==> config.mk <==
export PLATFORM = sky130hd
export DESIGN_NAME = dmaisc_top
export DESIGN_NICKNAME = d
export VERILOG_FILES = /design/src/rtl/dmaisc_pkg.sv /design/src/rtl/dmaisc_chan.sv /design/src/rtl/dmaisc_regdec.sv /design/src/rtl/dmaisc_irq.sv /design/src/rtl/dmaisc_top.sv
export SDC_FILE = /design/constraint.sdc
export NUM_CORES = 1
export LEC_CHECK = 0
export BUFFER_PORTS_ARGS = -buffer_cell sky130_fd_sc_hd__clkbuf_2
export CAP_MARGIN = 10
export CORE_MARGIN = 2
export CORE_UTILIZATION = 30
export DETAILED_ROUTE_END_ITERATION = 8
export PLACE_DENSITY = 0.59
export SYNTH_ARGS = -nofsm -noshare
export SYNTH_HDL_FRONTEND = slang
export SYNTH_SLANG_ARGS = --single-unit
==> constraint.sdc <==
create_clock -name clk -period 1.9 [get_ports clk]
set_input_delay 0.285 -clock clk [delete_from_list [all_inputs] [get_ports clk]]
set_output_delay 0.285 -clock clk [all_outputs]
set_load 0.03 [all_outputs]
==> src/rtl/dmaisc_pkg.sv <==
package dmaisc_pkg;
    localparam int FLAGS_PER_CH = 5;
    localparam int BIT_ERR  = 4;
    localparam int BIT_DONE = 3;
    localparam int BIT_HALF = 2;
    localparam int BIT_BLK  = 1;
    localparam int BIT_GLOB = 0;

    // Field order matches the bit order inside one channel group.
    typedef struct packed {
        logic err;
        logic done;
        logic half;
        logic blk;
        logic glob;
    } ch_flags_t;

    typedef enum logic {
        IRQ_IDLE    = 1'b0,
        IRQ_PENDING = 1'b1
    } irq_state_t;
endpackage

==> src/rtl/dmaisc_chan.sv <==
module dmaisc_chan
    import dmaisc_pkg::*;
(
    input  logic                    clk,
    input  logic                    rst_n,
    input  logic                    set_err,
    input  logic                    set_done,
    input  logic                    set_half,
    input  logic                    set_blk,
    input  logic [FLAGS_PER_CH-1:0] clr,
    output ch_flags_t               flags
);
    logic clr_all;
    logic set_any;

    assign clr_all = clr[BIT_GLOB];
    assign set_any = set_err | set_done | set_half | set_blk;

    // Set has priority over clear so that no event is lost.
    always_ff @(posedge clk or negedge rst_n) begin
        if (!rst_n) begin
            flags <= '0;
        end else begin
            flags.err  <= set_err  | (flags.err  & ~(clr[BIT_ERR]  | clr_all));
            flags.done <= set_done | (flags.done & ~(clr[BIT_DONE] | clr_all));
            flags.half <= set_half | (flags.half & ~(clr[BIT_HALF] | clr_all));
            flags.blk  <= set_blk  | (flags.blk  & ~(clr[BIT_BLK]  | clr_all));
            flags.glob <= set_any  | (flags.glob & ~clr_all);
        end
    end
endmodule

==> src/rtl/dmaisc_regdec.sv <==
module dmaisc_regdec #(
    parameter int NUM_REGS  = 2,
    parameter int REG_BITS  = 30,
    parameter int ADDR_W    = 12,
    parameter int DATA_W    = 32,
    parameter int STAT_BASE = 'h120,
    parameter int CLR_BASE  = 'h128
) (
    input  logic                         wr_en,
    input  logic [ADDR_W-1:0]            bus_addr,
    input  logic [DATA_W-1:0]            wr_data,
    input  logic [NUM_REGS*REG_BITS-1:0] stat_vec,
    output logic [NUM_REGS*REG_BITS-1:0] clr_vec,
    output logic [DATA_W-1:0]            rd_data
);
    localparam int PAD_W = DATA_W - REG_BITS;

    logic unused_wdata_hi;
    assign unused_wdata_hi = ^wr_data[DATA_W-1:REG_BITS];

    // Clear words are write strobes only; a write of 1 lasts one cycle.
    for (genvar r = 0; r < NUM_REGS; r++) begin : g_clr
        logic hit;
        assign hit = wr_en && (bus_addr == ADDR_W'(CLR_BASE + 4*r));
        assign clr_vec[r*REG_BITS +: REG_BITS] = hit ? wr_data[REG_BITS-1:0] : '0;
    end

    // Only status words return data; clear words and holes read zero.
    always_comb begin
        rd_data = '0;
        for (int r = 0; r < NUM_REGS; r++) begin
            if (bus_addr == ADDR_W'(STAT_BASE + 4*r)) begin
                rd_data = {{PAD_W{1'b0}}, stat_vec[r*REG_BITS +: REG_BITS]};
            end
        end
    end
endmodule

==> src/rtl/dmaisc_irq.sv <==
module dmaisc_irq
    import dmaisc_pkg::*;
(
    input  logic clk,
    input  logic rst_n,
    input  logic any_glob,
    output logic irq
);
    irq_state_t state_q;
    irq_state_t state_d;

    always_ff @(posedge clk or negedge rst_n) begin
        if (!rst_n) state_q <= IRQ_IDLE;
        else        state_q <= state_d;
    end

    always_comb begin
        state_d = state_q;
        unique case (state_q)
            IRQ_IDLE:    if (any_glob)  state_d = IRQ_PENDING; // raise
            IRQ_PENDING: if (!any_glob) state_d = IRQ_IDLE;    // drop
            default:     state_d = IRQ_IDLE;
        endcase
    end

    always_comb begin
        irq = (state_q == IRQ_PENDING);
    end
endmodule

==> src/rtl/dmaisc_top.sv <==
module dmaisc_top
    import dmaisc_pkg::*;
#(
    parameter int NUM_CH     = 12,
    parameter int CH_PER_REG = 6,
    parameter int ADDR_W     = 12,
    parameter int DATA_W     = 32,
    parameter int STAT_BASE  = 'h120,
    parameter int CLR_BASE   = 'h128
) (
    input  logic              clk,
    input  logic              rst_n,
    input  logic [NUM_CH-1:0] evt_err,
    input  logic [NUM_CH-1:0] evt_done,
    input  logic [NUM_CH-1:0] evt_half,
    input  logic [NUM_CH-1:0] evt_blk,
    input  logic              wr_en,
    input  logic [ADDR_W-1:0] bus_addr,
    input  logic [DATA_W-1:0] wr_data,
    output logic [DATA_W-1:0] rd_data,
    output logic              irq
);
    localparam int NUM_REGS = (NUM_CH + CH_PER_REG - 1) / CH_PER_REG;
    localparam int REG_BITS = CH_PER_REG * FLAGS_PER_CH;
    localparam int VEC_BITS = NUM_REGS * REG_BITS;

    logic [VEC_BITS-1:0] stat_vec;
    logic [VEC_BITS-1:0] clr_vec;
    ch_flags_t           flags_q [NUM_CH];
    logic [NUM_CH-1:0]   err_q, done_q, half_q, blk_q, glob_q;

    dmaisc_regdec #(
        .NUM_REGS(NUM_REGS), .REG_BITS(REG_BITS), .ADDR_W(ADDR_W),
        .DATA_W(DATA_W), .STAT_BASE(STAT_BASE), .CLR_BASE(CLR_BASE)
    ) u_dec (
        .wr_en(wr_en), .bus_addr(bus_addr), .wr_data(wr_data),
        .stat_vec(stat_vec), .clr_vec(clr_vec), .rd_data(rd_data)
    );

    for (genvar c = 0; c < NUM_CH; c++) begin : g_ch
        dmaisc_chan u_ch (
            .clk(clk), .rst_n(rst_n),
            .set_err(evt_err[c]), .set_done(evt_done[c]),
            .set_half(evt_half[c]), .set_blk(evt_blk[c]),
            .clr(clr_vec[c*FLAGS_PER_CH +: FLAGS_PER_CH]),
            .flags(flags_q[c])
        );
        assign stat_vec[c*FLAGS_PER_CH +: FLAGS_PER_CH] = flags_q[c];
        assign err_q[c]  = flags_q[c].err;
        assign done_q[c] = flags_q[c].done;
        assign half_q[c] = flags_q[c].half;
        assign blk_q[c]  = flags_q[c].blk;
        assign glob_q[c] = flags_q[c].glob;
    end

    if (VEC_BITS > NUM_CH * FLAGS_PER_CH) begin : g_tail
        assign stat_vec[VEC_BITS-1:NUM_CH*FLAGS_PER_CH] = '0;
    end

    dmaisc_irq u_irq (
        .clk(clk), .rst_n(rst_n), .any_glob(|glob_q), .irq(irq)
    );
endmodule

==> flow_summary.ini, run 1 <==
[setup_path]
r2r_slack_ns = 0.89
critPathArrivalTime_ns = 1.97
cpLargestDelayFamily = simple AND/OR/NAND/NOR gates
cpPeakStageDelay_ns = 0.59
critical_path_required_ns = 1.62
criticalPathCategory = in2out
crit_buf_inv = 3
cp_max_fo = 17
path_cells = buf_6 > or4_4 > or4_4 > buf_12 > nor2_4 > buf_8
cp-start-kind = primary input
critPathSlowestCell = or4_4
worstSetupEndpointType = output port
rr_startpoint = g_ch[8].u_ch.flags[0]
r2r_end = u_irq.irq
crit_path_frequent_cell = or4_4
reg2reg_depth = 2

[timing]
hold_viol_final = 0
setup_slack_ns = -0.356
period_minus_slack_ns = 2.26
fin_crit_sh = 1.19
report.final.slew_viol_count = 0
timing.fmax_mhz = 443
final-setup-viol-count = 30
skew_ns = 0.00573
rsz0062_at_grt = true

[final_layout]
syn2layout_area_growth_pct = 50.6
register_area_mm2 = 0.00153
diodes = 0
fillers = 974
drive_above_1_share = 0.360
final_net_count = 600
multi_input_area_mm2 = 0.00168
layout_common_cells = nor2_1, clkbuf_2, dfrtp_1, a21oi_1
final_common_cell = nor2_1
final_cell_area_mm2 = 0.00461
layout.cells.non_filler = 641

[flow_run]
maxCapViolCount = 0

[global_route]
grt_max_degree = 62
antenna_found_initial = 0
grt_pass1_vias = 3120
grt_usage = 0.178
grt-ovfl-total = 0
grt_pass1_wl_um = 15500

[synthesis]
avgSynthCellArea_um2 = 8.25
synthTopCellsByArea = dfrtp_1, nor2_1, a21oi_1, mux2i_1, or4_1
synth_top_area_share = 0.499
ys_ff_latch = 61
synth_cell_types = 17
yosysWarnings = 0
ys_seq_area_frac = 0.499
syn_area_mm2 = 0.00306
synth_cells = 371
synth_largest_area_cell = dfrtp_1

[routing]
drt_pass1_iterations = 6
ant_nets = 0
vias = 3024
drc = 0
vias_per_cell = 4.72
wl_per_cell_um = 14.3
totalWireLength_um = 9180
drt_iter0_markers = 113

[place]
port_buffers = 123
hpwl_um = 6960
place_inst = 626
placed_area_mm2 = 0.00417
pre_cts_slack_ns = -0.397
gp_congestion = 0.801

[clock_network]
cts_buffer_depth = 2
cts_tree = done
h-tree-depth = 3
clockRootBuffer = clkbuf_8
clk_pin_slew_ns = 0.06
post_cts_buffers = 0
cts_buffers = 9
clkLatencyLatePin_ns = 0.33
cts_sinks = 61

[die]
die_w_um = 105
rows = 36
start_util = 0.312
pin_count = 128
die_y_um = 105
die_area_mm2 = 0.0110
core_mm2 = 0.00982

[run_status]
violations = negative setup slack
status = finished with violations

[worst_hold_path]
whs_endpoint = g_ch[6].u_ch.flags[1]
min_path_cells = 3
hp-class = in2reg
hp-start = evt_blk[6]

[power_and_ir_drop]
power.total_uw = 2580
swShare = 0.244
p_clk_frac = 0.386
power_frac_seq = 0.504
powerDensity_mw_per_mm2 = 560
pwr-share-comb = 0.110
p_sw_uw = 628
intPower_uw = 1950
p_leak_uw = 0.00194
irDropWorstVdd_uv = 296
## power by group through the flow
stage	clock network (uW)	logic [uW]	registers, uW
floorplan	0	98.9	1320
global placement	0	282	1320
detailed placement	0	284	1320
CTS	1030	287	1300
global route	1080	321	1300
finish	995	285	1300
## timing repair
action / 4_1_cts / 5_1_grt
pin swaps: 0 / 1
setup endpoints to repair: 30 / 30
hold buffers: 1 / 0
endpoints found under the hold margin: 61 / 0
gates resized for setup: 55 / 25
gates cloned: 0 / 0
## logic make-up (layout without fill, tap and decap cells)
family | Yosys count | after routing | share of synthesized area
other | 1 | 2 | 0.00123
buffers and inverters | 21 | 157 | 0.0319
muxes | 30 | 30 | 0.0982
and+or+nand+nor | 198 | 198 | 0.272
DFF | 61 | 61 | 0.499
AOI/OAI and AO/OA | 60 | 60 | 0.0982
## state kept, by name, summed over array words and instances, names as in the netlist
register         count
g_ch.u_ch.flags     60
u_irq.irq            1
## worst reg2reg max path: stages, from the launching register on
cell	delay, ns
dfrtp_1	0.40
nor4_1	0.37
nand3_1	0.12
## worst max-delay path by stage
| stage | from | to | slack [ns] | cells after the start |
|---|---|---|---|---|
| after floorplan | bus_addr[7] | rd_data[0] | -0.13 | 4 |
| after global placement | bus_addr[7] | rd_data[11] | -0.37 | 6 |
| after detailed placement | bus_addr[7] | rd_data[21] | -0.40 | 6 |
| after CTS | bus_addr[7] | rd_data[21] | -0.37 | 6 |
| after global routing | bus_addr[7] | rd_data[11] | -0.38 | 6 |
| final | bus_addr[7] | rd_data[11] | -0.36 | 6 |
## cells in the mapped netlist
cell type / n
nor2_1: 174
buf_4: 2
clkbuf_1: 1
mux2i_1: 30
conb_1: 1
or4_4: 2
inv_1: 6
a21oi_1: 60
or4_1: 12
dfrtp_1: 61
or4b_1: 1
nand2b_1: 1
buf_1: 3
buf_2: 9
nor4_1: 5
nand3_1: 2
nand3b_1: 1
## routing by layer
layer,wire (um),vias up,global-route usage,part of all wire
met5,0,-,0,0
met4,110,0,0.0524,0.012
li1,-,1503,-,-
met3,642,10,0.0536,0.070
met1,3970,1419,0.229,0.43
met2,4460,92,0.287,0.49
## layout make-up
type                    instances  area share
well taps                     133      0.0361
inverters                       6     0.00489
multi-input cells             290       0.364
clock inverters                 2     0.00217
clock buffers                  12      0.0337
repair buffers                137       0.228
flip-flops and latches         61       0.331
## per-stage QoR
stage                     setup TNS [ns]  hold WS, ns  utilization
after floorplan                    -3.91      -0.0106            -
final                              -9.65        0.208        0.469
after global routing              -10.52        0.201        0.469
after CTS                         -10.16        0.192        0.466
after detailed placement          -13.69        0.323        0.424
after global placement            -12.36        0.320        0.424
Note: power is estimated with default switching activity, not from simulation.
==> run 2, diff against run 1 <==
- SKIP_CTS_REPAIR_TIMING: not set -> 1
- SLEW_MARGIN: not set -> 15
==> flow_summary.ini, run 2 (same netlist as run 1, synthesis figures left out) <==
[clock_network]
cts_sinks = 61
cts_tree = done
cts_buffers = 9
cts_buffer_depth = 2
clkLatencyLatePin_ns = 0.33
clockRootBuffer = clkbuf_8
h-tree-depth = 3
clk_pin_slew_ns = 0.07

[routing]
ant_nets = 0
totalWireLength_um = 9100
vias_per_cell = 4.70
drt_iter0_markers = 124
drc = 0
vias = 3014
wl_per_cell_um = 14.2
drt_pass1_iterations = 6

[setup_path]
cpPeakStageDelay_ns = 0.59
worstSetupEndpointType = output port
critPathArrivalTime_ns = 1.97
critical_path_required_ns = 1.62
critPathSlowestCell = or4_4
criticalPathCategory = in2out
path_cells = buf_6 > or4_4 > or4_4 > buf_12 > nor2_4 > buf_4
cp_max_fo = 17
crit_path_frequent_cell = or4_4
crit_buf_inv = 3
cp-start-kind = primary input
cpLargestDelayFamily = simple AND/OR/NAND/NOR gates

[power_and_ir_drop]
power.total_uw = 2570
irDropWorstVdd_uv = 296
powerDensity_mw_per_mm2 = 570
p_leak_uw = 0.00192

[timing]
final-setup-viol-count = 30
skew_ns = 0.00595
hold_viol_final = 0
period_minus_slack_ns = 2.25
holdWs_ns = 0.210
fin_crit_sh = 1.19
timing.fmax_mhz = 444
report.final.slew_viol_count = 0
rsz0062_at_grt = true
setup_slack_ns = -0.352
tns_ns = -9.51

[die]
start_util = 0.312
die_area_mm2 = 0.0110
pin_count = 128
core_mm2 = 0.00982
die_w_um = 105
rows = 36
die_y_um = 105

[worst_hold_path]
hp-class = in2reg

[final_layout]
top_register = g_ch.u_ch.flags
diodes = 0
layout_common_cells = nor2_1, clkbuf_2, dfrtp_1, a21oi_1
final_net_count = 600
final_common_cell = nor2_1
drive_above_1_share = 0.360
largest_reg_flops = 60
syn2layout_area_growth_pct = 47.6

[global_route]
grt_pass1_vias = 3095
grt_pass1_wl_um = 15100
grt-ovfl-total = 0
grt_usage = 0.173
antenna_found_initial = 0
grt_max_degree = 62

[place]
gp_congestion = 0.801
port_buffers = 123
hpwl_um = 6960

[run_status]
violations = negative setup slack
status = finished with violations

[flow_run]
maxCapViolCount = 0
[run 2: cell counts in the layout (fill, tap and decap cells not counted)]
Identical to the previous run, type by type.
[run 2: worst register-to-register path, stage by stage, from the launching register on]
cell	delay (ns)
dfrtp_1	0.40
nor4_1	0.37
nand3_1	0.12
[run 2: per-layer routing]
| layer | vias to the layer above | track usage | wire length (um) |
|---|---|---|---|
| li1 | 1507 | - | - |
| met1 | 1403 | 0.226 | 3980 |
| met2 | 92 | 0.275 | 4380 |
| met3 | 12 | 0.0530 | 636 |
| met4 | 0 | 0.0552 | 114 |
| met5 | - | 0 | 0 |
[run 2: power by group]
group / internal, uW / total [uW] / leakage, uW / switching (uW)
logic: 125 / 284 / 0.00130 / 159
clock network: 526 / 992 / 0.0000881 / 466
registers: 1300 / 1300 / 0.000534 / 0.0777
total: 1950 / 2570 / 0.00192 / 625
[run 2: area by class of cell]
type | instances | area [um^2]
clock inverters | 2 | 10.0
well taps | 133 | 166
fillers | 979 | 5310
repair buffers | 137 | 957
inverters | 6 | 22.5
flip-flops and latches | 61 | 1530
clock buffers | 12 | 155
multi-input cells | 290 | 1680
[run 2: final timing paths]
kind	from	endpoint	slack, ns	depth (start not counted)
max in group asynchronous	rst_n	g_ch[11].u_ch.flags[0]	1.11	3
hold reg to reg	g_ch[3].u_ch.flags[3]	g_ch[3].u_ch.flags[3]	0.52	2
setup / recovery	bus_addr[7]	rd_data[17]	-0.35	6
setup reg to reg	g_ch[8].u_ch.flags[0]	u_irq.irq	0.88	2
hold / removal	evt_blk[6]	g_ch[6].u_ch.flags[1]	0.21	3
min in group asynchronous	rst_n	g_ch[5].u_ch.flags[1]	0.48	3
[run 2: per-stage QoR]
step	cell area, um^2	utilization	setup WS [ns]	cells
3_3_place_gp	4170	0.424	-0.368	626
2_1_floorplan	3310	-	-0.130	372
3_5_place_dp	4170	0.424	-0.397	626
4_1_cts	4330	0.441	-0.399	640
5_1_grt	4510	0.460	-0.386	641
6_report	4510	0.460	-0.352	641
==> run 3, diff against run 2 <==
- GPL_TIMING_DRIVEN: not set -> 0
- SKIP_CTS_REPAIR_TIMING: 1 -> not set
==> flow_summary.ini, run 3 (same netlist as run 1, synthesis figures left out) <==
[run_status]
status = finished with violations
violations = negative setup slack

[die]
core_mm2 = 0.00982
die_area_mm2 = 0.0110
pin_count = 128
die_y_um = 105
die_w_um = 105
rows = 36
start_util = 0.312

[routing]
wl_per_cell_um = 14.0
totalWireLength_um = 9020
ant_nets = 0
drc = 0
drt_iter0_markers = 107
drt_pass1_iterations = 4
vias_per_cell = 4.69
vias = 3015

[timing]
hold_viol_final = 0
rsz0062_at_grt = true
tightest_slew_ns = 0.854
tns_ns = -11.25
setup_slack_ns = -0.392
report.final.slew_viol_count = 0
final-setup-viol-count = 30
relSlewSlack = 0.431
period_minus_slack_ns = 2.29
timing.fmax_mhz = 436
fin_crit_sh = 1.21
skew_ns = 0.00664

[setup_path]
path_cells = clkbuf_2 > or4_4 > or4_4 > buf_6 > nor2_4 > clkbuf_4
critical_path_required_ns = 1.62
cp.depth = 6
cp_max_fo = 10
crit_buf_inv = 3
cpLargestDelayFamily = simple AND/OR/NAND/NOR gates
worstSetupEndpointType = output port
critPathArrivalTime_ns = 2.01
reg2reg_depth = 2
r2r_slack_ns = 0.91
cp-endpoint = rd_data[25]
criticalPathCategory = in2out
critPathSlowestCell = or4_4
cp-start-kind = primary input
crit_path_frequent_cell = or4_4
critPathLaunch = bus_addr[7]
cpPeakStageDelay_ns = 0.57
r2r_end = u_irq.irq
rr_startpoint = g_ch[8].u_ch.flags[0]

[clock_network]
h-tree-depth = 3
clkLatencyLatePin_ns = 0.33
cts_buffer_depth = 2
cts_tree = done
cts_sinks = 61
clockRootBuffer = clkbuf_8
cts_buffers = 9
clk_pin_slew_ns = 0.06

[power_and_ir_drop]
power_frac_seq = 0.504
p_clk_frac = 0.388
p_sw_uw = 632
swShare = 0.245
intPower_uw = 1950
pwr-share-comb = 0.108
p_leak_uw = 0.00187
irDropWorstVdd_uv = 229
powerDensity_mw_per_mm2 = 590

[global_route]
antenna_found_initial = 0
grt_usage = 0.171
grt_max_degree = 32
grt_pass1_vias = 3036
grt_pass1_wl_um = 14900
grt-ovfl-total = 0

[final_layout]
register_area_mm2 = 0.00153
layout.cells.non_filler = 643
syn2layout_area_growth_pct = 42.7
top_register = g_ch.u_ch.flags
layout_common_cells = nor2_1, clkbuf_2, dfrtp_1, a21oi_1, clkbuf_4
final_common_cell = nor2_1
diodes = 0
fillers = 1034
utilization = 0.444
final_net_count = 602
drive_above_1_share = 0.351
multi_input_area_mm2 = 0.00166
largest_reg_flops = 60

[worst_hold_path]
hp-start = evt_done[9]
hp-class = in2reg

[place]
place_inst = 628
hpwl_um = 6980
gp_congestion = 0.786
port_buffers = 122

[flow_run]
maxCapViolCount = 0
-- run 3: cell count changes in the layout (fill, tap and decap cells not counted), sizes merged --
cell,previous run,this run
clkbuf,109,135
buf,39,15
-- run 3: layout make-up --
type                    count  area share
well taps                 133      0.0381
clock buffers              12      0.0356
clock inverters             2     0.00229
flip-flops and latches     61       0.350
repair buffers            124       0.165
inverters                   6     0.00516
plain buffers              15      0.0232
multi-input cells         290       0.381
-- run 3: power groups by stage --
| stage | logic, uW | registers (uW) | clock network [uW] |
|---|---|---|---|
| 2_1_floorplan | 98.9 | 1320 | 0 |
| 3_3_place_gp | 270 | 1320 | 0 |
| 3_5_place_dp | 278 | 1320 | 0 |
| 4_1_cts | 281 | 1300 | 1040 |
| 5_1_grt | 313 | 1300 | 1110 |
| 6_report | 277 | 1300 | 1000 |
-- run 3: how the worst min path moves through the flow --
stage,end,depth (start not counted),slack [ns]
floorplan,g_ch[0].u_ch.flags[0],0,-0.01
global placement,g_ch[8].u_ch.flags[2],2,0.51
detailed placement,g_ch[11].u_ch.flags[1],1,0.29
CTS,g_ch[9].u_ch.flags[3],3,0.19
global route,g_ch[3].u_ch.flags[4],3,0.21
finish,g_ch[9].u_ch.flags[3],3,0.21
-- run 3: what timing repair did --
action | CTS | global route
resized for setup | 32 | 0
endpoints found under the setup margin | 30 | 30
setup buffers | 0 | 0
hold endpoints to repair | 30 | 0
hold buffers | 1 | 0
-- run 3: worst register-to-register path, cell delays in order, from the launching register on --
cell	delay, ns
dfrtp_1	0.40
nor4_1	0.35
nand3_1	0.11
-- run 3: per-stage QoR --
step                      power, uW  hold WS (ns)  setup WS (ns)  cell area (um^2)
final                          2580         0.207         -0.392              4360
after global routing           2720         0.208         -0.444              4360
after CTS                      2620         0.194         -0.415              4360
after detailed placement       1600         0.293         -0.429              4110
after global placement         1590         0.506         -0.425              4080
after floorplan                1420       -0.0106         -0.130              3310
-- run 3: metal layers --
metal	global-route usage	part of all wire	up-vias
met1	0.223	0.46	1403
met5	0	0	-
met4	0.0629	0.013	0
met2	0.272	0.47	93
li1	-	-	1509
met3	0.0474	0.059	10
